===== src/rtl/irqq_pkg.sv =====
package irqq_pkg;

  typedef enum logic [1:0] {
    ST_IDLE = 2'd0,
    ST_RD1  = 2'd1,
    ST_RD2  = 2'd2,
    ST_DROP = 2'd3
  } qstate_t;

  // Two readings of one step agree: the line is considered settled.
  function automatic logic readings_agree(input logic first_rd, input logic second_rd);
    return first_rd == second_rd;
  endfunction

endpackage


===== src/rtl/irqq_sync2.sv =====
module irqq_sync2 #(
  parameter int STAGES = 2
) (
  input  logic clk,
  input  logic rst_n,
  input  logic d,
  output logic q
);
  logic [STAGES-1:0] chain;

  generate
    if (STAGES == 1) begin : g_one
      always_ff @(posedge clk) begin
        if (!rst_n) chain <= '0;
        else        chain <= d;
      end
    end else begin : g_many
      always_ff @(posedge clk) begin
        if (!rst_n) chain <= '0;
        else        chain <= {chain[STAGES-2:0], d};
      end
    end
  endgenerate

  assign q = chain[STAGES-1];
endmodule


===== src/rtl/irqq_ctrl.sv =====
module irqq_ctrl
  import irqq_pkg::*;
#(
  parameter int LIMIT_W = 4
) (
  input  logic               clk,
  input  logic               rst_n,
  input  logic               pin_s,
  input  logic               edge_evt,
  input  logic [LIMIT_W-1:0] retry_limit,
  output logic               fire_evt,
  output logic               drop_evt,
  output logic               busy,
  output logic               first_rd
);
  localparam logic [LIMIT_W-1:0] ONE = LIMIT_W'(1);

  qstate_t            state, state_nxt;
  logic [LIMIT_W-1:0] tries, tries_nxt;

  always_comb begin
    state_nxt = state;
    tries_nxt = tries;
    fire_evt  = 1'b0;
    drop_evt  = 1'b0;
    unique case (state)
      ST_IDLE: begin
        if (edge_evt) begin
          if (retry_limit == '0) begin
            state_nxt = ST_DROP;
          end else begin
            state_nxt = ST_RD1;
            tries_nxt = retry_limit;
          end
        end
      end
      ST_RD1: state_nxt = ST_RD2;
      ST_RD2: begin
        if (readings_agree(first_rd, pin_s)) begin
          fire_evt  = pin_s;
          drop_evt  = !pin_s;
          state_nxt = ST_IDLE;
        end else if (tries <= ONE) begin
          drop_evt  = 1'b1;
          state_nxt = ST_IDLE;
        end else begin
          tries_nxt = tries - ONE;
          state_nxt = ST_RD1;
        end
      end
      ST_DROP: begin
        drop_evt  = 1'b1;
        state_nxt = ST_IDLE;
      end
      default: state_nxt = ST_IDLE;
    endcase
  end

  always_ff @(posedge clk) begin
    if (!rst_n) begin
      state    <= ST_IDLE;
      tries    <= '0;
      first_rd <= 1'b0;
    end else begin
      state <= state_nxt;
      tries <= tries_nxt;
      if (state == ST_RD1) first_rd <= pin_s;
    end
  end

  assign busy = (state != ST_IDLE);
endmodule


===== src/rtl/irqq_spur_cnt.sv =====
module irqq_spur_cnt #(
  parameter int CW = 8
) (
  input  logic          clk,
  input  logic          rst_n,
  input  logic          clr,
  input  logic          inc,
  output logic [CW-1:0] count
);
  localparam logic [CW-1:0] TOP = {CW{1'b1}};

  function automatic logic [CW-1:0] sat_next(input logic [CW-1:0] cur,
                                             input logic clr_i, input logic inc_i);
    if (clr_i)                  return '0;
    if (inc_i && (cur != TOP))  return cur + CW'(1);
    return cur;
  endfunction

  always_ff @(posedge clk) begin
    if (!rst_n) count <= '0;
    else        count <= sat_next(count, clr, inc);
  end
endmodule


===== src/rtl/irq_qualifier.sv =====
module irq_qualifier #(
  parameter int LIMIT_W = 4,
  parameter int CW      = 8,
  parameter int SYNC_N  = 2
) (
  input  logic               clk,
  input  logic               rst_n,
  input  logic               pin_raw,
  input  logic               edge_evt,
  input  logic [LIMIT_W-1:0] retry_limit,
  input  logic               clr_spur,
  output logic               irq_out,
  output logic [CW-1:0]      spur_count
);
  logic pin_s;
  logic fire_evt;
  logic drop_evt;
  logic busy;
  logic first_rd;

  irqq_sync2 #(.STAGES(SYNC_N)) u_sync (
    .clk(clk), .rst_n(rst_n), .d(pin_raw), .q(pin_s)
  );

  irqq_ctrl #(.LIMIT_W(LIMIT_W)) u_ctrl (
    .clk(clk), .rst_n(rst_n), .pin_s(pin_s), .edge_evt(edge_evt),
    .retry_limit(retry_limit), .fire_evt(fire_evt), .drop_evt(drop_evt),
    .busy(busy), .first_rd(first_rd)
  );

  irqq_spur_cnt #(.CW(CW)) u_cnt (
    .clk(clk), .rst_n(rst_n), .clr(clr_spur), .inc(drop_evt), .count(spur_count)
  );

  always_ff @(posedge clk) begin
    if (!rst_n) irq_out <= 1'b0;
    else        irq_out <= fire_evt;
  end
endmodule


===== config.mk =====
export PLATFORM = sky130hd
export DESIGN_NAME = irq_qualifier
export DESIGN_NICKNAME = d
export VERILOG_FILES = /design/src/rtl/irqq_pkg.sv /design/src/rtl/irqq_sync2.sv /design/src/rtl/irqq_ctrl.sv /design/src/rtl/irqq_spur_cnt.sv /design/src/rtl/irq_qualifier.sv
export SDC_FILE = /design/constraint.sdc
export NUM_CORES = 1
export LEC_CHECK = 0
export BUFFER_PORTS_ARGS = -buffer_cell sky130_fd_sc_hd__buf_2
export CAP_MARGIN = 40
export CORE_MARGIN = 4
export CORE_UTILIZATION = 58
export CTS_CLUSTER_SIZE = 28
export DETAILED_ROUTE_END_ITERATION = 8
export PLACE_DENSITY = 0.9
export SLEW_MARGIN = 20
export SYNTH_ARGS = -nofsm -noshare
export SYNTH_HDL_FRONTEND = slang
export SYNTH_SLANG_ARGS = --single-unit

===== constraint.sdc =====
create_clock -name clk -period 4.77 [get_ports clk]
set_input_delay 0.477 -clock clk [delete_from_list [all_inputs] [get_ports clk]]
set_output_delay 0.477 -clock clk [all_outputs]
set_load 0.01 [all_outputs]

[Yosys cells after proc, flatten, opt, wreduce, memory -nomap -nowiden]
Cells that the tools add are included.
Cells by class
  add/subtract/negate cells: 2
  equality and inequality tests: 9
  order comparisons: 1
  reduce and logical (&&, ||, !) cells: 8
  muxes and demuxes: 22
Operators by type and width (count)
  2-to-1 mux 8 bit: 4
  2-to-1 mux 4 bit: 4
  adder 8 x 1 -> 8 bit (second input constant): 1
  2-to-1 mux 1 bit: 8
  inequality test 2 bit (second input constant): 4
  inequality test 8 bit (second input constant): 1
  one-hot mux 2 bit (4 select lines): 1
  one-hot mux 4 bit (2 select lines): 1
  2-to-1 mux 2 bit: 3
  AND reduction 5 bit: 1
  equality test 2 bit (second input constant): 2
  <= comparator 4 x 1 -> 1 bit (second input constant): 1
  logical NOT 4 bit: 1
  nonzero test 2 bit: 2
  subtractor 4 x 1 -> 4 bit (second input constant): 1
  AND reduction 3 bit: 1
  equality test 2 x 1 -> 1 bit (second input constant): 1
  logical NOT 2 bit: 1
  one-hot mux 1 bit (2 select lines): 1
  equality test 1 bit: 1
  logical AND 1 bit: 1
  logical NOT 1 bit: 1
Storage, ports and cells
  bits in registers: 18
  output and inout bits: 9

[Logic depth before layout (Yosys ltp)]
Gate-level depths: netlist of the first run.
  depth in word-level cells: 10
  gate-level depth with buffers: 7
  depth with buffers taken out: 6

[By module]
A second synthesis of the first run with hierarchy kept.
Second synthesis, totals
  cell total of the unflattened synthesis: 111
  area total of the unflattened synthesis: 1043.5 um^2
Modules (own cells, without submodules)
  irqq_ctrl: area an instance 506.7 um^2, cells each 57, times used 1
  irqq_spur_cnt: area an instance 457.9 um^2, cells each 48, times used 1
  irqq_sync2: area an instance 52.6 um^2, cells each 4, times used 1
  irq_qualifier: area an instance 26.3 um^2, cells each 2, times used 1

[Worst setup path before layout of the first run]
No wires, ideal clock.
  path kind: reg2reg
  start point: reg u_ctrl.tries[0]
  end point: reg u_cnt.count[7]
  buffers on the path: 1
  setup slack: 3.053 ns
  cell stages (with the launch flop): 8
  data arrival time: 1.657 ns
  cells stage by stage: dfxtp_1 > inv_1 > ha_1 > or2_1 > a311o_1 > buf_6 > a311oi_2 > a41o_1
Between the ends
  longest elaborated chain between the ends: 9
  elaborated cells between the ends (all ways): 12
  classes of those cells: 1 x order compare; 9 x mux; 2 x reduce/logical
Ends and longest elaborated chain
  from (decl): line irqq_ctrl.sv:19  | logic [LIMIT_W-1:0] tries, tries_nxt;
  from (signal assigned): line irqq_ctrl.sv:66  | tries <= tries_nxt;
  <= comparator 4 x 1 -> 1 bit (*): line irqq_ctrl.sv:43  | end else if (tries <= ONE) begin
  2-to-1 mux 1 bit (*): line irqq_ctrl.sv:43
  2-to-1 mux 1 bit (*): line irqq_ctrl.sv:39  | if (readings_agree(first_rd, pin_s)) begin
  one-hot mux 1 bit (2 select lines) (*): line irqq_ctrl.sv:26  | unique case (state)
  logical AND 1 bit (*): line irqq_spur_cnt.sv:15  | if (inc_i && (cur != TOP)) return cur + CW'(1);
  2-to-1 mux 1 bit (2 in series): line irqq_spur_cnt.sv:15
  2-to-1 mux 1 bit: line irqq_spur_cnt.sv:20  | if (!rst_n) count <= '0;
  nonzero test 2 bit (no source line)
  to (signal assigned): line irqq_spur_cnt.sv:21  | else count <= sat_next(count, clr, inc);
  to (decl): line irqq_spur_cnt.sv:8  | output logic [CW-1:0] count
Mark *: on every way between the ends. The rest lies on a longest branch, timed or not. The select of a mux whose other input is x is not followed.
A chain may end at the register's enable or synchronous reset.

[Final worst setup path of the first run]
Same ends and word-level chain as after synthesis.

==> results of run 1 <==
-- worst max-delay path, cell delays in order, from the launching register on --
cell and delay, ns:
sky130_fd_sc_hd__dfxtp_1 0.45, sky130_fd_sc_hd__inv_1 0.07, sky130_fd_sc_hd__ha_1 0.22, sky130_fd_sc_hd__or2_1 0.23
sky130_fd_sc_hd__a311o_1 0.50, sky130_fd_sc_hd__a311oi_2 0.29, sky130_fd_sc_hd__a41o_1 0.12
-- flip-flops by register name, indices dropped and copies added (netlist names) --
name,flops
u_ctrl.tries,4
irq_out,1
u_ctrl.state,2
u_sync.chain,2
u_cnt.count,8
u_ctrl.first_rd,1
-- power by group through the flow --
stage	clock [mW]	combinational (mW)	sequential [mW]
floorplan	0	0.0317	0.163
global placement	0	0.0372	0.166
detailed placement	0	0.0387	0.166
CTS	0.100	0.0389	0.163
global route	0.106	0.0437	0.164
finish	0.0955	0.0393	0.163
-- per-layer routing --
metal | wire length (um) | vias to the layer above | track usage
met2 | 951 | 41 | 0.2775
met1 | 989 | 411 | 0.2366
li1 | - | 475 | -
met4 | 43 | 0 | 0.1014
met3 | 138 | 6 | 0.03614
met5 | 0 | - | 0
-- layout by cell type (no fill, tap or decap), types with 2 or more instances in the layout --
cell	count
sky130_fd_sc_hd__nand3_1	4
sky130_fd_sc_hd__nand2b_1	3
sky130_fd_sc_hd__and2_1	2
sky130_fd_sc_hd__nor3_1	2
sky130_fd_sc_hd__buf_2	17
sky130_fd_sc_hd__clkbuf_4	3
sky130_fd_sc_hd__o21ai_0	4
sky130_fd_sc_hd__a211oi_1	3
sky130_fd_sc_hd__nor4_1	2
sky130_fd_sc_hd__a21oi_1	7
sky130_fd_sc_hd__o32ai_1	2
sky130_fd_sc_hd__dfxtp_1	18
sky130_fd_sc_hd__ha_1	3
sky130_fd_sc_hd__o31ai_1	2
sky130_fd_sc_hd__nand2_1	10
sky130_fd_sc_hd__a31o_2	2
sky130_fd_sc_hd__nor2b_1	3
sky130_fd_sc_hd__nor3b_1	2
sky130_fd_sc_hd__inv_1	7
sky130_fd_sc_hd__nor2_1	11
sky130_fd_sc_hd__o21a_1	2
sky130_fd_sc_hd__mux2i_1	5
sky130_fd_sc_hd__nand4_1	2
-- how the worst max path moves through the flow --
stage,startpoint,endpoint,depth (start not counted)
6_report,u_ctrl.tries[0],u_cnt.count[7],6
5_1_grt,u_ctrl.tries[0],u_cnt.count[1],6
4_1_cts,u_ctrl.tries[0],u_cnt.count[7],6
3_5_place_dp,u_ctrl.tries[0],u_cnt.count[7],6
3_3_place_gp,u_ctrl.tries[0],u_cnt.count[7],6
2_1_floorplan,u_ctrl.tries[0],u_cnt.count[7],7
-- final cells by class --
type                    instances  area, um2  area share
multi-input cells              89      596.8      0.5306
flip-flops and latches         18      360.3      0.3204
repair buffers                 17      85.08     0.07564
clock buffers                   4      36.28     0.03226
inverters                       7      26.28     0.02336
well taps                      16      20.02     0.01780
-- cell families after synthesis --
kind of cell	count (synthesis)	share of synthesized area
AND/OR/NAND/NOR	46	0.2309
AO/OA/AOI/OAI	34	0.2630
flip-flops	18	0.3556
buffers and inverters	12	0.05555
multiplexers	5	0.04938
adder cells (fa/ha/maj)	3	0.03704
XOR/XNOR	1	0.008644
==> impl_results.html, run 1 <==
<table>
<tr><th>Metric</th><th>Value</th></tr>
<tr><th colspan="2">Setup path</th></tr>
<tr><td>Arrival time of the worst setup path</td><td>2.17 ns</td></tr>
<tr><td>Required time worst endpoint</td><td>5.02 ns</td></tr>
<tr><td>Critical register-to-register path startpoint</td><td>u_ctrl.tries[0]</td></tr>
<tr><td>Worst Setup Start Kind</td><td>flop</td></tr>
<tr><td>Critical path type</td><td>flop to flop</td></tr>
<tr><td>Reg-to-Reg End</td><td>u_cnt.count[7]</td></tr>
<tr><td>Kind of capture point of the worst setup path</td><td>flop</td></tr>
<tr><td>Worst R2R Path Depth</td><td>6</td></tr>
<tr><td>Setup slack, reg-to-reg</td><td>2.85 ns</td></tr>
<tr><td>Crit-path max FO</td><td>10</td></tr>
<tr><th colspan="2">Power and ir drop</th></tr>
<tr><td>Ratio of total power to cell area</td><td>264.8 nW/um2</td></tr>
<tr><td>Overall power</td><td>0.2978 mW</td></tr>
<tr><td>Leakage dissipation</td><td>0.4754 nW</td></tr>
<tr><td>Sequential share of power</td><td>0.547</td></tr>
<tr><td>Switching power summed over all nets</td><td>0.07888 mW</td></tr>
<tr><td>Share of total power in the clock network</td><td>0.321</td></tr>
<tr><td>Switching part of the total</td><td>0.2649</td></tr>
<tr><td>Worst IR drop on VDD</td><td>240.2 uV</td></tr>
<tr><td>Design internal power</td><td>0.2189 mW</td></tr>
<tr><td>Comb pwr share</td><td>0.132</td></tr>
<tr><th colspan="2">Worst hold path</th></tr>
<tr><td>Critical hold path startpoint</td><td>pin_raw</td></tr>
<tr><td>HP Class</td><td>primary input to flop</td></tr>
<tr><td>Hold depth</td><td>2</td></tr>
<tr><td>Min-Delay Endpoint</td><td>u_sync.chain[0]</td></tr>
<tr><th colspan="2">GRT</th></tr>
<tr><td>Number of global-route vias before repair</td><td>836</td></tr>
<tr><td>Total Routing Usage GR</td><td>0.1816</td></tr>
<tr><td>Largest net degree at the start of global routing</td><td>15</td></tr>
<tr><td>Antenna violations before repair</td><td>0</td></tr>
<tr><td>Global-route wire length before repair</td><td>3484 um</td></tr>
<tr><td>Global route total overflow</td><td>0</td></tr>
<tr><th colspan="2">Synth</th></tr>
<tr><td>Share of the synthesized area in the top cell type</td><td>0.3556</td></tr>
<tr><td>Cell area after synthesis</td><td>1013 um2</td></tr>
<tr><td>Number of register bits inferred by synthesis</td><td>18</td></tr>
<tr><td>Synth Flop Type</td><td>sky130_fd_sc_hd__dfxtp_1</td></tr>
<tr><td>Leading cell type by number of instances after synthesis</td><td>sky130_fd_sc_hd__dfxtp_1</td></tr>
<tr><td>Top cell types by occurrence after synthesis</td><td>sky130_fd_sc_hd__dfxtp_1, sky130_fd_sc_hd__nor2_1, sky130_fd_sc_hd__nand2_1</td></tr>
<tr><td>Register area share after synthesis</td><td>0.3556</td></tr>
<tr><td>Biggest area contributors in the synthesized netlist</td><td>sky130_fd_sc_hd__dfxtp_1, sky130_fd_sc_hd__mux2i_1, sky130_fd_sc_hd__nor2_1</td></tr>
<tr><td>Number of enable-type register cells in the synthesized netlist</td><td>0</td></tr>
<tr><td>Average cell area after synthesis</td><td>8.517 um2</td></tr>
<tr><td>Number of instances in the synthesized netlist</td><td>119</td></tr>
<tr><td>Cell type with the highest aggregate area in the netlist</td><td>sky130_fd_sc_hd__dfxtp_1</td></tr>
<tr><td>Synth async-reset ratio</td><td>0</td></tr>
<tr><td>Number of synthesis warnings</td><td>0</td></tr>
<tr><td>Distinct cell type count of the synthesized netlist</td><td>42</td></tr>
<tr><td>Number of nets in the synthesized netlist</td><td>131</td></tr>
<tr><th colspan="2">Floorplanning</th></tr>
<tr><td>Area of the core</td><td>1577 um2</td></tr>
<tr><td>Horizontal die dimension</td><td>49.80 um</td></tr>
<tr><td>Boundary pin count</td><td>18</td></tr>
<tr><td>Starting Density</td><td>0.6429</td></tr>
<tr><td>Die span in y</td><td>49.80 um</td></tr>
<tr><td>Std cell rows</td><td>14</td></tr>
<tr><td>Area of the die</td><td>2480 um2</td></tr>
<tr><th colspan="2">STA</th></tr>
<tr><td>RSZ-0062 raised after global routing</td><td>false</td></tr>
<tr><td>Final setup viols</td><td>0</td></tr>
<tr><td>Peak Freq</td><td>521.8 MHz</td></tr>
<tr><td>Endpoints failing hold</td><td>0</td></tr>
<tr><td>Hold_ws</td><td>0.3784 ns</td></tr>
<tr><td>Period Utilization, post-route</td><td>0.4018</td></tr>
<tr><td>Fin Clk Skew</td><td>0.004121 ns</td></tr>
<tr><td>Min setup slack post-route</td><td>2.854 ns</td></tr>
<tr><td>Final setup TNS</td><td>0 ns</td></tr>
<tr><td>Final Critical Period</td><td>1.916 ns</td></tr>
<tr><td>Least-Margin Pin Slew</td><td>0.5981 ns</td></tr>
<tr><td>Count of pins over their slew limit</td><td>0</td></tr>
<tr><td>Max-Slew Margin vs Limit</td><td>0.5962</td></tr>
<tr><th colspan="2">Clock network</th></tr>
<tr><td>Clock sinks</td><td>18</td></tr>
<tr><td>Buffer depth of the longest clock path</td><td>2</td></tr>
<tr><td>Resize count post-CTS</td><td>0</td></tr>
<tr><td>Hold buffers post-CTS</td><td>0</td></tr>
<tr><td>Count of H-tree levels built during CTS</td><td>1</td></tr>
<tr><td>Clock tree root driver cell</td><td>sky130_fd_sc_hd__clkbuf_4</td></tr>
<tr><td>Setup repair bufs after CTS</td><td>0</td></tr>
<tr><td>Clock tree from TritonCTS</td><td>built</td></tr>
<tr><td>Number of buffers inserted during clock tree synthesis</td><td>3</td></tr>
<tr><td>Post-CTS clock slew at the launch and capture registers of the worst setup and hold paths</td><td>0.10 ns</td></tr>
<tr><td>Skew-Pair Late Insertion Delay</td><td>0.30 ns</td></tr>
<tr><th colspan="2">Cells and area</th></tr>
<tr><td>Final nets</td><td>148</td></tr>
<tr><td>Utilization after layout</td><td>0.7135</td></tr>
<tr><td>Area growth from synthesis to layout</td><td>10.99%</td></tr>
<tr><td>Fraction of final layout cells sized beyond drive strength 1</td><td>0.2074</td></tr>
<tr><td>Antenna diodes</td><td>0</td></tr>
<tr><td>Filler Cells Inserted</td><td>124</td></tr>
<tr><td>Fin area</td><td>1125 um2</td></tr>
<tr><td>Post-layout instance count excluding filler cells</td><td>151</td></tr>
<tr><th colspan="2">Drt</th></tr>
<tr><td>DRC violation total after the first TritonRoute iteration</td><td>37</td></tr>
<tr><td>Aggregate routed wire length</td><td>2122 um</td></tr>
<tr><td>Total DRC errors in the routed layout</td><td>0</td></tr>
<tr><td>Per-cell via count in the routed design</td><td>6.179</td></tr>
<tr><td>Post-route antenna net violation count</td><td>0</td></tr>
<tr><td>Detailed-route wire length per cell</td><td>14.05 um</td></tr>
<tr><td>Via total after detailed routing</td><td>933</td></tr>
<tr><td>Number of detailed-route iterations in the first pass</td><td>4</td></tr>
<tr><th colspan="2">Placement</th></tr>
<tr><td>RePlAce Congestion</td><td>0.8967</td></tr>
<tr><td>Number of port buffers</td><td>17</td></tr>
<tr><td>Total placed cells including tap cells</td><td>147</td></tr>
<tr><td>Cell Area, Placed</td><td>1089 um2</td></tr>
<tr><td>Final HPWL from detailed placement</td><td>1633 um</td></tr>
<tr><td>Minimum setup slack after placement</td><td>2.879 ns</td></tr>
<tr><th colspan="2">Status</th></tr>
<tr><td>Outcome</td><td>completed</td></tr>
<tr><th colspan="2">Run</th></tr>
<tr><td>Number of violations of the max-capacitance limit</td><td>0</td></tr>
</table>
Power figures use the tool's default switching activity.
==> run 2, diff against run 1 <==
- ABC_AREA: default -> 1
- CORE_UTILIZATION: 58 -> 54
- PLACE_DENSITY: 0.9 -> 0.85
- clock period: 4.77 -> 1.8 ns (I/O delays scaled with it)
==> run 2 against run 1 <==
Clock skew up 0.0092 ns; sequential power rose to 2.7 times the previous value; global-route usage up 1.6 points; critical path depth up 4; design area up 4.9%; core utilization down 4.5 points; fmax up 25%; hold slack worse by 0.31 ns; synthesized cell count up 30%; first-iteration DRC count down 38%; power rose to 3.0 times the previous value; critical path type unchanged; highest routed layer unchanged.
==> impl_results.html, run 2 <==
<table>
<tr><th>Metric</th><th>Value</th></tr>
<tr><th colspan="2">Floorplanning</th></tr>
<tr><td>Area of the core</td><td>1764 um2</td></tr>
<tr><td>Horizontal die dimension</td><td>51.62 um</td></tr>
<tr><td>Die span in y</td><td>51.62 um</td></tr>
<tr><td>Std cell rows</td><td>15</td></tr>
<tr><td>Boundary pin count</td><td>18</td></tr>
<tr><td>Starting Density</td><td>0.5823</td></tr>
<tr><td>Area of the die</td><td>2664 um2</td></tr>
<tr><th colspan="2">STA</th></tr>
<tr><td>RSZ-0062 raised after global routing</td><td>false</td></tr>
<tr><td>Final Critical Period</td><td>1.535 ns</td></tr>
<tr><td>Final setup viols</td><td>0</td></tr>
<tr><td>Min setup slack post-route</td><td>0.2649 ns</td></tr>
<tr><td>Count of pins over their slew limit</td><td>0</td></tr>
<tr><td>Least-Margin Pin Slew</td><td>0.3532 ns</td></tr>
<tr><td>Period Utilization, post-route</td><td>0.8529</td></tr>
<tr><td>Peak Freq</td><td>651.4 MHz</td></tr>
<tr><td>Max-Slew Margin vs Limit</td><td>0.7642</td></tr>
<tr><td>Fin Clk Skew</td><td>0.01331 ns</td></tr>
<tr><td>Endpoints failing hold</td><td>0</td></tr>
<tr><td>Final setup TNS</td><td>0 ns</td></tr>
<tr><th colspan="2">Synth</th></tr>
<tr><td>Biggest area contributors in the synthesized netlist</td><td>sky130_fd_sc_hd__dfxtp_1, sky130_fd_sc_hd__nand2_1, sky130_fd_sc_hd__nor2_1</td></tr>
<tr><td>Number of nets in the synthesized netlist</td><td>167</td></tr>
<tr><td>Share of the synthesized area in the top cell type</td><td>0.3508</td></tr>
<tr><td>Number of register bits inferred by synthesis</td><td>18</td></tr>
<tr><td>Register area share after synthesis</td><td>0.3508</td></tr>
<tr><td>Post-synthesis simple-gate area fraction</td><td>0.3983</td></tr>
<tr><td>Synth async-reset ratio</td><td>0</td></tr>
<tr><td>Largest family of logic cells by synthesized area</td><td>simple AND/OR/NAND/NOR gates</td></tr>
<tr><td>Number of instances in the synthesized netlist</td><td>155</td></tr>
<tr><td>Adder-Cell Fraction of Synth Area</td><td>0.03654</td></tr>
<tr><td>Leading cell type by number of instances after synthesis</td><td>sky130_fd_sc_hd__nand2_1</td></tr>
<tr><td>Cell type with the highest aggregate area in the netlist</td><td>sky130_fd_sc_hd__dfxtp_1</td></tr>
<tr><td>Top cell types by occurrence after synthesis</td><td>sky130_fd_sc_hd__nand2_1, sky130_fd_sc_hd__nor2_1, sky130_fd_sc_hd__inv_1</td></tr>
<tr><td>Cell area after synthesis</td><td>1027 um2</td></tr>
<tr><td>Synth Flop Type</td><td>sky130_fd_sc_hd__dfxtp_1</td></tr>
<tr><td>Number of enable-type register cells in the synthesized netlist</td><td>0</td></tr>
<tr><td>Average cell area after synthesis</td><td>6.627 um2</td></tr>
<tr><td>Mux contribution to synthesized area</td><td>0</td></tr>
<tr><td>Distinct cell type count of the synthesized netlist</td><td>24</td></tr>
<tr><td>Number of synthesis warnings</td><td>0</td></tr>
<tr><td>Compound-gate portion of the synthesized area</td><td>0.09622</td></tr>
<tr><td>Share of the synthesized netlist area taken by xor and xnor gates</td><td>0</td></tr>
<tr><th colspan="2">Setup path</th></tr>
<tr><td>Critical path type</td><td>flop to flop</td></tr>
<tr><td>Crit path buf inv count</td><td>1</td></tr>
<tr><td>Required time worst endpoint</td><td>1.99 ns</td></tr>
<tr><td>Worst path top cell family by delay</td><td>simple AND/OR/NAND/NOR gates</td></tr>
<tr><td>Cells along the critical path</td><td>inv_1, ha_1, nor2_1, nor2_2, nor2_1, nand2_1, nand2_1, nand2_2, o21ai_0, nor2_1</td></tr>
<tr><td>CP dominant cell by count</td><td>sky130_fd_sc_hd__nor2_1</td></tr>
<tr><td>Arrival time of the worst setup path</td><td>1.73 ns</td></tr>
<tr><td>Worst Setup Start Kind</td><td>flop</td></tr>
<tr><td>Critical Path Max Stage Delay</td><td>0.38 ns</td></tr>
<tr><td>Standard cell with the maximum stage delay on the critical path</td><td>sky130_fd_sc_hd__dfxtp_1</td></tr>
<tr><td>Crit-path max FO</td><td>6</td></tr>
<tr><td>Kind of capture point of the worst setup path</td><td>flop</td></tr>
<tr><th colspan="2">Power and ir drop</th></tr>
<tr><td>Sequential share of power</td><td>0.496</td></tr>
<tr><td>Switching part of the total</td><td>0.3162</td></tr>
<tr><td>Ratio of total power to cell area</td><td>765.7 nW/um2</td></tr>
<tr><td>Worst IR drop on VDD</td><td>524.0 uV</td></tr>
<tr><td>Switching power summed over all nets</td><td>0.2857 mW</td></tr>
<tr><td>Share of total power in the clock network</td><td>0.281</td></tr>
<tr><td>Design internal power</td><td>0.6178 mW</td></tr>
<tr><td>Comb pwr share</td><td>0.223</td></tr>
<tr><td>Leakage dissipation</td><td>0.5978 nW</td></tr>
<tr><th colspan="2">Placement</th></tr>
<tr><td>Total placed cells including tap cells</td><td>197</td></tr>
<tr><td>Minimum setup slack after placement</td><td>0.2959 ns</td></tr>
<tr><td>Number of port buffers</td><td>17</td></tr>
<tr><td>RePlAce Congestion</td><td>0.8150</td></tr>
<tr><td>Final HPWL from detailed placement</td><td>1734 um</td></tr>
<tr><th colspan="2">Cells and area</th></tr>
<tr><td>Commonest non-fill, non-tap cell in the layout</td><td>sky130_fd_sc_hd__nand2_1</td></tr>
<tr><td>Area growth from synthesis to layout</td><td>14.86%</td></tr>
<tr><td>FF/Latch Area</td><td>360.3 um2</td></tr>
<tr><td>Multi-input gate area in the final layout</td><td>545.5 um2</td></tr>
<tr><td>Register ranked first by flip-flop count</td><td>u_cnt.count</td></tr>
<tr><td>Filler Cells Inserted</td><td>158</td></tr>
<tr><td>Utilization after layout</td><td>0.6688</td></tr>
<tr><td>Post-layout instance count excluding filler cells</td><td>201</td></tr>
<tr><td>Flip-flop count of the largest register, all copies and words added</td><td>8</td></tr>
<tr><td>Final nets</td><td>189</td></tr>
<tr><td>Commonest cells after routing, fill and taps aside</td><td>sky130_fd_sc_hd__nand2_1, sky130_fd_sc_hd__nor2_1, sky130_fd_sc_hd__inv_1</td></tr>
<tr><td>Registers with the highest flip-flop counts</td><td>u_cnt.count (8), u_ctrl.tries (4)</td></tr>
<tr><td>Fraction of final layout cells sized beyond drive strength 1</td><td>0.2330</td></tr>
<tr><td>Antenna diodes</td><td>0</td></tr>
<tr><th colspan="2">Worst hold path</th></tr>
<tr><td>HP Class</td><td>primary input to flop</td></tr>
<tr><th colspan="2">Clock network</th></tr>
<tr><td>Buffer depth of the longest clock path</td><td>2</td></tr>
<tr><td>Resize count post-CTS</td><td>0</td></tr>
<tr><td>Skew-Pair Late Insertion Delay</td><td>0.30 ns</td></tr>
<tr><td>Clock tree root driver cell</td><td>sky130_fd_sc_hd__clkbuf_4</td></tr>
<tr><td>Count of H-tree levels built during CTS</td><td>1</td></tr>
<tr><td>Clock tree from TritonCTS</td><td>built</td></tr>
<tr><td>Clock sinks</td><td>18</td></tr>
<tr><td>Setup repair bufs after CTS</td><td>0</td></tr>
<tr><td>Hold buffers post-CTS</td><td>0</td></tr>
<tr><td>Post-CTS clock slew at the launch and capture registers of the worst setup and hold paths</td><td>0.09 ns</td></tr>
<tr><td>Number of buffers inserted during clock tree synthesis</td><td>3</td></tr>
<tr><th colspan="2">Status</th></tr>
<tr><td>Outcome</td><td>completed</td></tr>
<tr><th colspan="2">Drt</th></tr>
<tr><td>Total DRC errors in the routed layout</td><td>0</td></tr>
<tr><td>Via total after detailed routing</td><td>988</td></tr>
<tr><td>Per-cell via count in the routed design</td><td>4.915</td></tr>
<tr><td>DRC violation total after the first TritonRoute iteration</td><td>23</td></tr>
<tr><td>Aggregate routed wire length</td><td>2214 um</td></tr>
<tr><td>Post-route antenna net violation count</td><td>0</td></tr>
<tr><td>Number of detailed-route iterations in the first pass</td><td>4</td></tr>
<tr><td>Detailed-route wire length per cell</td><td>11.01 um</td></tr>
<tr><th colspan="2">GRT</th></tr>
<tr><td>Total Routing Usage GR</td><td>0.1976</td></tr>
<tr><td>Global route total overflow</td><td>0</td></tr>
<tr><td>Antenna violations before repair</td><td>0</td></tr>
<tr><td>Global-route wire length before repair</td><td>3933 um</td></tr>
<tr><td>Number of global-route vias before repair</td><td>1003</td></tr>
<tr><td>Largest net degree at the start of global routing</td><td>11</td></tr>
<tr><th colspan="2">Run</th></tr>
<tr><td>Number of violations of the max-capacitance limit</td><td>0</td></tr>
</table>
==> run 2: changes by cell type in the layout (fill, tap and decap cells not counted), sizes merged, moves of 4 or more <==
| cell | delta |
|---|---|
| o21ai | +4 |
| inv | +24 |
| nand2 | +27 |
| mux2i | -5 |
| nand3 | +7 |
| nor2 | +22 |
==> run 2: layout make-up <==
cell class,count,area share
Clock buffer,4,0.03075
Inverter,32,0.1029
Multi-Input combinational cell,105,0.4624
Sequential cell,18,0.3054
Tap cell,25,0.02651
Timing Repair Buffer,17,0.07211
==> run 2: per-stage QoR <==
step / instance area, um2 / hold slack [ns] / power (mW)
floorplan: 1027 / 0.2735 / 0.6033
global placement: 1144 / 0.3625 / 0.6391
detailed placement: 1144 / 0.3775 / 0.6530
CTS: 1180 / 0.06603 / 0.9030
global route: 1180 / 0.08385 / 0.9518
finish: 1180 / 0.06948 / 0.9035
==> run 2: kinds of logic (layout without fill, tap and decap cells) <==
logic type / after synthesis / in the layout
AO/OA/AOI/OAI: 15 / 15
adder cells (fa/ha/maj): 3 / 3
buffers and inverters: 32 / 53
flip-flops: 18 / 18
AND/OR/NAND/NOR: 87 / 87
==> run 2: worst paths after layout <==
check | slack, ns | to | depth (start not counted) | start
setup / recovery | 0.26 | u_ctrl.tries[1] | 10 | u_ctrl.tries[0]
hold / removal | 0.07 | u_sync.chain[0] | 3 | pin_raw
setup reg to reg | 0.26 | u_ctrl.tries[1] | 10 | u_ctrl.tries[0]
hold reg to reg | 0.43 | u_sync.chain[1] | 2 | u_sync.chain[0]
==> run 2: routing by layer <==
layer | vias up | share of wire | global-route usage
met5 | - | 0 | 0
met4 | 0 | 0.027 | 0.1179
met3 | 7 | 0.059 | 0.05444
met2 | 25 | 0.49 | 0.3199
met1 | 441 | 0.42 | 0.2309
li1 | 515 | - | -
==> run 2: power by group through the flow <==
stage / registers, mW / logic [mW] / clock network (mW)
finish: 0.448 / 0.202 / 0.254
global route: 0.451 / 0.226 / 0.275
CTS: 0.447 / 0.198 / 0.258
detailed placement: 0.456 / 0.197 / 0
global placement: 0.454 / 0.185 / 0
floorplan: 0.452 / 0.152 / 0
==> run 2: worst reg2reg max path, stage by stage (launching register included) <==
cell and delay (ns):
sky130_fd_sc_hd__dfxtp_1 0.38, sky130_fd_sc_hd__inv_1 0.09, sky130_fd_sc_hd__ha_1 0.23, sky130_fd_sc_hd__nor2_1 0.12, sky130_fd_sc_hd__nor2_2 0.06, sky130_fd_sc_hd__nor2_1 0.08
sky130_fd_sc_hd__nand2_1 0.07, sky130_fd_sc_hd__nand2_1 0.07, sky130_fd_sc_hd__nand2_2 0.11, sky130_fd_sc_hd__o21ai_0 0.17, sky130_fd_sc_hd__nor2_1 0.05
==> run 3, diff against run 2 <==
- SYNTH_HIERARCHICAL: default -> 1
==> run 3 against run 2 <==
Combinational power is 9% lower; clock power hardly changed; power shrank 3.0%; design area rose by 6.2%; register-to-register slack got worse by 0.08 ns; wire length shrank 0.27%; non-clock buffer count up 2.
==> impl_results.html, run 3 <==
<table>
<tr><th>Metric</th><th>Value</th></tr>
<tr><th colspan="2">Cells and area</th></tr>
<tr><td>Fin area</td><td>1252 um2</td></tr>
<tr><td>Multi-input gate area in the final layout</td><td>611.8 um2</td></tr>
<tr><td>Fraction of final layout cells sized beyond drive strength 1</td><td>0.2928</td></tr>
<tr><td>Post-layout instance count excluding filler cells</td><td>206</td></tr>
<tr><td>Antenna diodes</td><td>0</td></tr>
<tr><td>Filler Cells Inserted</td><td>168</td></tr>
<tr><td>Commonest cells after routing, fill and taps aside</td><td>sky130_fd_sc_hd__nand2_1, sky130_fd_sc_hd__nor2_1, sky130_fd_sc_hd__inv_1</td></tr>
<tr><td>Flip-flop count of the largest register, all copies and words added</td><td>8</td></tr>
<tr><td>Utilization after layout</td><td>0.6951</td></tr>
<tr><td>Commonest non-fill, non-tap cell in the layout</td><td>sky130_fd_sc_hd__nand2_1</td></tr>
<tr><td>Area growth from synthesis to layout</td><td>17.35%</td></tr>
<tr><td>FF/Latch Area</td><td>364.1 um2</td></tr>
<tr><td>Registers with the highest flip-flop counts</td><td>u_cnt/count (8), u_ctrl/tries (4)</td></tr>
<tr><td>Register ranked first by flip-flop count</td><td>u_cnt/count</td></tr>
<tr><td>Final nets</td><td>195</td></tr>
<tr><th colspan="2">Synth</th></tr>
<tr><td>Number of nets in the synthesized netlist</td><td>172</td></tr>
<tr><td>Top cell types by occurrence after synthesis</td><td>sky130_fd_sc_hd__nand2_1, sky130_fd_sc_hd__nor2_1, sky130_fd_sc_hd__inv_1</td></tr>
<tr><td>Number of register bits inferred by synthesis</td><td>18</td></tr>
<tr><td>Biggest area contributors in the synthesized netlist</td><td>sky130_fd_sc_hd__dfxtp_1, sky130_fd_sc_hd__nand2_1, sky130_fd_sc_hd__nor2_1</td></tr>
<tr><td>Synth async-reset ratio</td><td>0</td></tr>
<tr><td>Share of the synthesized netlist area taken by xor and xnor gates</td><td>0</td></tr>
<tr><td>Cell area after synthesis</td><td>1067 um2</td></tr>
<tr><td>Cell type with the highest aggregate area in the netlist</td><td>sky130_fd_sc_hd__dfxtp_1</td></tr>
<tr><td>Leading cell type by number of instances after synthesis</td><td>sky130_fd_sc_hd__nand2_1</td></tr>
<tr><td>Post-synthesis simple-gate area fraction</td><td>0.4326</td></tr>
<tr><td>Compound-gate portion of the synthesized area</td><td>0.07503</td></tr>
<tr><td>Register area share after synthesis</td><td>0.3376</td></tr>
<tr><td>Number of enable-type register cells in the synthesized netlist</td><td>0</td></tr>
<tr><td>Share of the synthesized area in the top cell type</td><td>0.3376</td></tr>
<tr><td>Largest family of logic cells by synthesized area</td><td>simple AND/OR/NAND/NOR gates</td></tr>
<tr><td>Mux contribution to synthesized area</td><td>0</td></tr>
<tr><td>Synth Flop Type</td><td>sky130_fd_sc_hd__dfxtp_1</td></tr>
<tr><td>Number of synthesis warnings</td><td>6</td></tr>
<tr><td>Distinct cell type count of the synthesized netlist</td><td>24</td></tr>
<tr><td>Adder-Cell Fraction of Synth Area</td><td>0.04689</td></tr>
<tr><td>Average cell area after synthesis</td><td>6.712 um2</td></tr>
<tr><td>Number of instances in the synthesized netlist</td><td>159</td></tr>
<tr><th colspan="2">GRT</th></tr>
<tr><td>Largest net degree at the start of global routing</td><td>12</td></tr>
<tr><td>Number of global-route vias before repair</td><td>965</td></tr>
<tr><td>Antenna violations before repair</td><td>0</td></tr>
<tr><td>Total Routing Usage GR</td><td>0.1865</td></tr>
<tr><td>Global route total overflow</td><td>0</td></tr>
<tr><td>Global-route wire length before repair</td><td>3808 um</td></tr>
<tr><th colspan="2">Power and ir drop</th></tr>
<tr><td>Overall power</td><td>0.8767 mW</td></tr>
<tr><td>Ratio of total power to cell area</td><td>700.0 nW/um2</td></tr>
<tr><td>Worst IR drop on VDD</td><td>535.7 uV</td></tr>
<tr><td>Leakage dissipation</td><td>0.6229 nW</td></tr>
<tr><th colspan="2">Setup path</th></tr>
<tr><td>Arrival time of the worst setup path</td><td>1.82 ns</td></tr>
<tr><td>CP dominant cell by count</td><td>sky130_fd_sc_hd__nand2_1</td></tr>
<tr><td>Worst Setup Start Kind</td><td>flop</td></tr>
<tr><td>Critical Path Max Stage Delay</td><td>0.37 ns</td></tr>
<tr><td>Kind of capture point of the worst setup path</td><td>flop</td></tr>
<tr><td>Standard cell with the maximum stage delay on the critical path</td><td>sky130_fd_sc_hd__dfxtp_4</td></tr>
<tr><td>Required time worst endpoint</td><td>2.00 ns</td></tr>
<tr><td>Cells along the critical path</td><td>inv_2, ha_2, inv_1, nand2_1, nand2_1, nand2_2, o21ai_2, a21oi_2, buf_2, nand4_1, nand2_1, inv_1</td></tr>
<tr><td>Crit-path max FO</td><td>5</td></tr>
<tr><td>Critical path type</td><td>flop to flop</td></tr>
<tr><th colspan="2">Status</th></tr>
<tr><td>Outcome</td><td>completed</td></tr>
<tr><th colspan="2">Placement</th></tr>
<tr><td>Minimum setup slack after placement</td><td>0.1340 ns</td></tr>
<tr><td>Number of port buffers</td><td>17</td></tr>
<tr><td>Final HPWL from detailed placement</td><td>1743 um</td></tr>
<tr><td>Total placed cells including tap cells</td><td>201</td></tr>
<tr><td>Cell Area, Placed</td><td>1184 um2</td></tr>
<tr><td>RePlAce Congestion</td><td>0.7836</td></tr>
<tr><th colspan="2">Clock network</th></tr>
<tr><td>Clock tree root driver cell</td><td>sky130_fd_sc_hd__clkbuf_4</td></tr>
<tr><td>Count of H-tree levels built during CTS</td><td>1</td></tr>
<tr><td>Hold buffers post-CTS</td><td>0</td></tr>
<tr><td>Skew-Pair Late Insertion Delay</td><td>0.30 ns</td></tr>
<tr><td>Buffer depth of the longest clock path</td><td>2</td></tr>
<tr><td>Post-CTS clock slew at the launch and capture registers of the worst setup and hold paths</td><td>0.11 ns</td></tr>
<tr><td>Number of buffers inserted during clock tree synthesis</td><td>3</td></tr>
<tr><td>Clock tree from TritonCTS</td><td>built</td></tr>
<tr><td>Clock sinks</td><td>18</td></tr>
<tr><th colspan="2">Drt</th></tr>
<tr><td>Aggregate routed wire length</td><td>2208 um</td></tr>
<tr><td>Post-route antenna net violation count</td><td>0</td></tr>
<tr><td>Total DRC errors in the routed layout</td><td>0</td></tr>
<tr><td>Number of detailed-route iterations in the first pass</td><td>4</td></tr>
<tr><td>DRC violation total after the first TritonRoute iteration</td><td>23</td></tr>
<tr><td>Via total after detailed routing</td><td>1029</td></tr>
<tr><td>Detailed-route wire length per cell</td><td>10.72 um</td></tr>
<tr><td>Per-cell via count in the routed design</td><td>4.995</td></tr>
<tr><th colspan="2">STA</th></tr>
<tr><td>RSZ-0062 raised after global routing</td><td>false</td></tr>
<tr><td>Final Critical Period</td><td>1.612 ns</td></tr>
<tr><td>Hold_ws</td><td>0.07166 ns</td></tr>
<tr><td>Final setup viols</td><td>0</td></tr>
<tr><td>Max-Slew Margin vs Limit</td><td>0.7296</td></tr>
<tr><td>Peak Freq</td><td>620.2 MHz</td></tr>
<tr><td>Count of pins over their slew limit</td><td>0</td></tr>
<tr><td>Min setup slack post-route</td><td>0.1877 ns</td></tr>
<tr><td>Endpoints failing hold</td><td>0</td></tr>
<tr><td>Period Utilization, post-route</td><td>0.8957</td></tr>
<tr><td>Final setup TNS</td><td>0 ns</td></tr>
<tr><td>Least-Margin Pin Slew</td><td>0.4042 ns</td></tr>
<tr><td>Fin Clk Skew</td><td>0.004632 ns</td></tr>
<tr><th colspan="2">Floorplanning</th></tr>
<tr><td>Area of the core</td><td>1802 um2</td></tr>
<tr><td>Area of the die</td><td>2752 um2</td></tr>
<tr><td>Boundary pin count</td><td>18</td></tr>
<tr><td>Std cell rows</td><td>15</td></tr>
<tr><td>Starting Density</td><td>0.5924</td></tr>
<tr><td>Die span in y</td><td>52.46 um</td></tr>
<tr><td>Horizontal die dimension</td><td>52.46 um</td></tr>
<tr><th colspan="2">Worst hold path</th></tr>
<tr><td>HP Class</td><td>primary input to flop</td></tr>
<tr><th colspan="2">Run</th></tr>
<tr><td>Number of violations of the max-capacitance limit</td><td>0</td></tr>
</table>
## run 3: kinds of logic (layout without fill, tap and decap cells)
family | Yosys count | count (layout)
AO/OA/AOI/OAI | 14 | 14
flip-flops | 18 | 18
AND/OR/NAND/NOR | 94 | 94
adder cells (fa/ha/maj) | 4 | 4
buffers and inverters | 29 | 51
## run 3: worst paths after layout
| check | startpoint | end | slack [ns] | depth (start not counted) |
|---|---|---|---|---|
| worst max-delay path | u_ctrl/tries[0] | u_cnt/count[2] | 0.19 | 12 |
| worst min-delay path | pin_raw | u_sync/chain[0] | 0.07 | 3 |
| worst max register to register | u_ctrl/tries[0] | u_cnt/count[2] | 0.19 | 12 |
| worst min register to register | u_sync/chain[0] | u_sync/chain[1] | 0.43 | 2 |
## run 3: where the power goes
group | switching (mW) | internal, mW
registers | 0.0202 | 0.420
logic | 0.112 | 0.0722
clock network | 0.128 | 0.123
total | 0.261 | 0.616
## run 3: area by class of cell
| cell class | instances | area share |
|---|---|---|
| Timing Repair Buffer | 19 | 0.08092 |
| Sequential cell | 18 | 0.2907 |
| Clock buffer | 4 | 0.02897 |
| Tap cell | 25 | 0.02498 |
| Inverter | 28 | 0.08591 |
| Multi-Input combinational cell | 112 | 0.4885 |
## run 3: what timing repair did
item                                   CTS  global route
setup endpoints to repair                0             8
setup buffers                            0             0
gates resized for setup                  0            13
endpoints found under the hold margin    0             0
## run 3: per-layer routing
| layer | GRT usage | routed length, um |
|---|---|---|
| met1 | 0.2062 | 951 |
| met3 | 0.04274 | 83 |
| met4 | 0.06383 | 24 |
| met2 | 0.3430 | 1149 |
| met5 | 0 | 0 |
## run 3: worst max-delay path, delay by kind of cell, from the launching register on
kind | cells | cell delay (ns)
adders and majority gates | 1 | 0.17
buffers and inverters | 4 | 0.32
DFF | 1 | 0.37
and+or+nand+nor | 5 | 0.43
AOI/OAI and AO/OA | 2 | 0.23
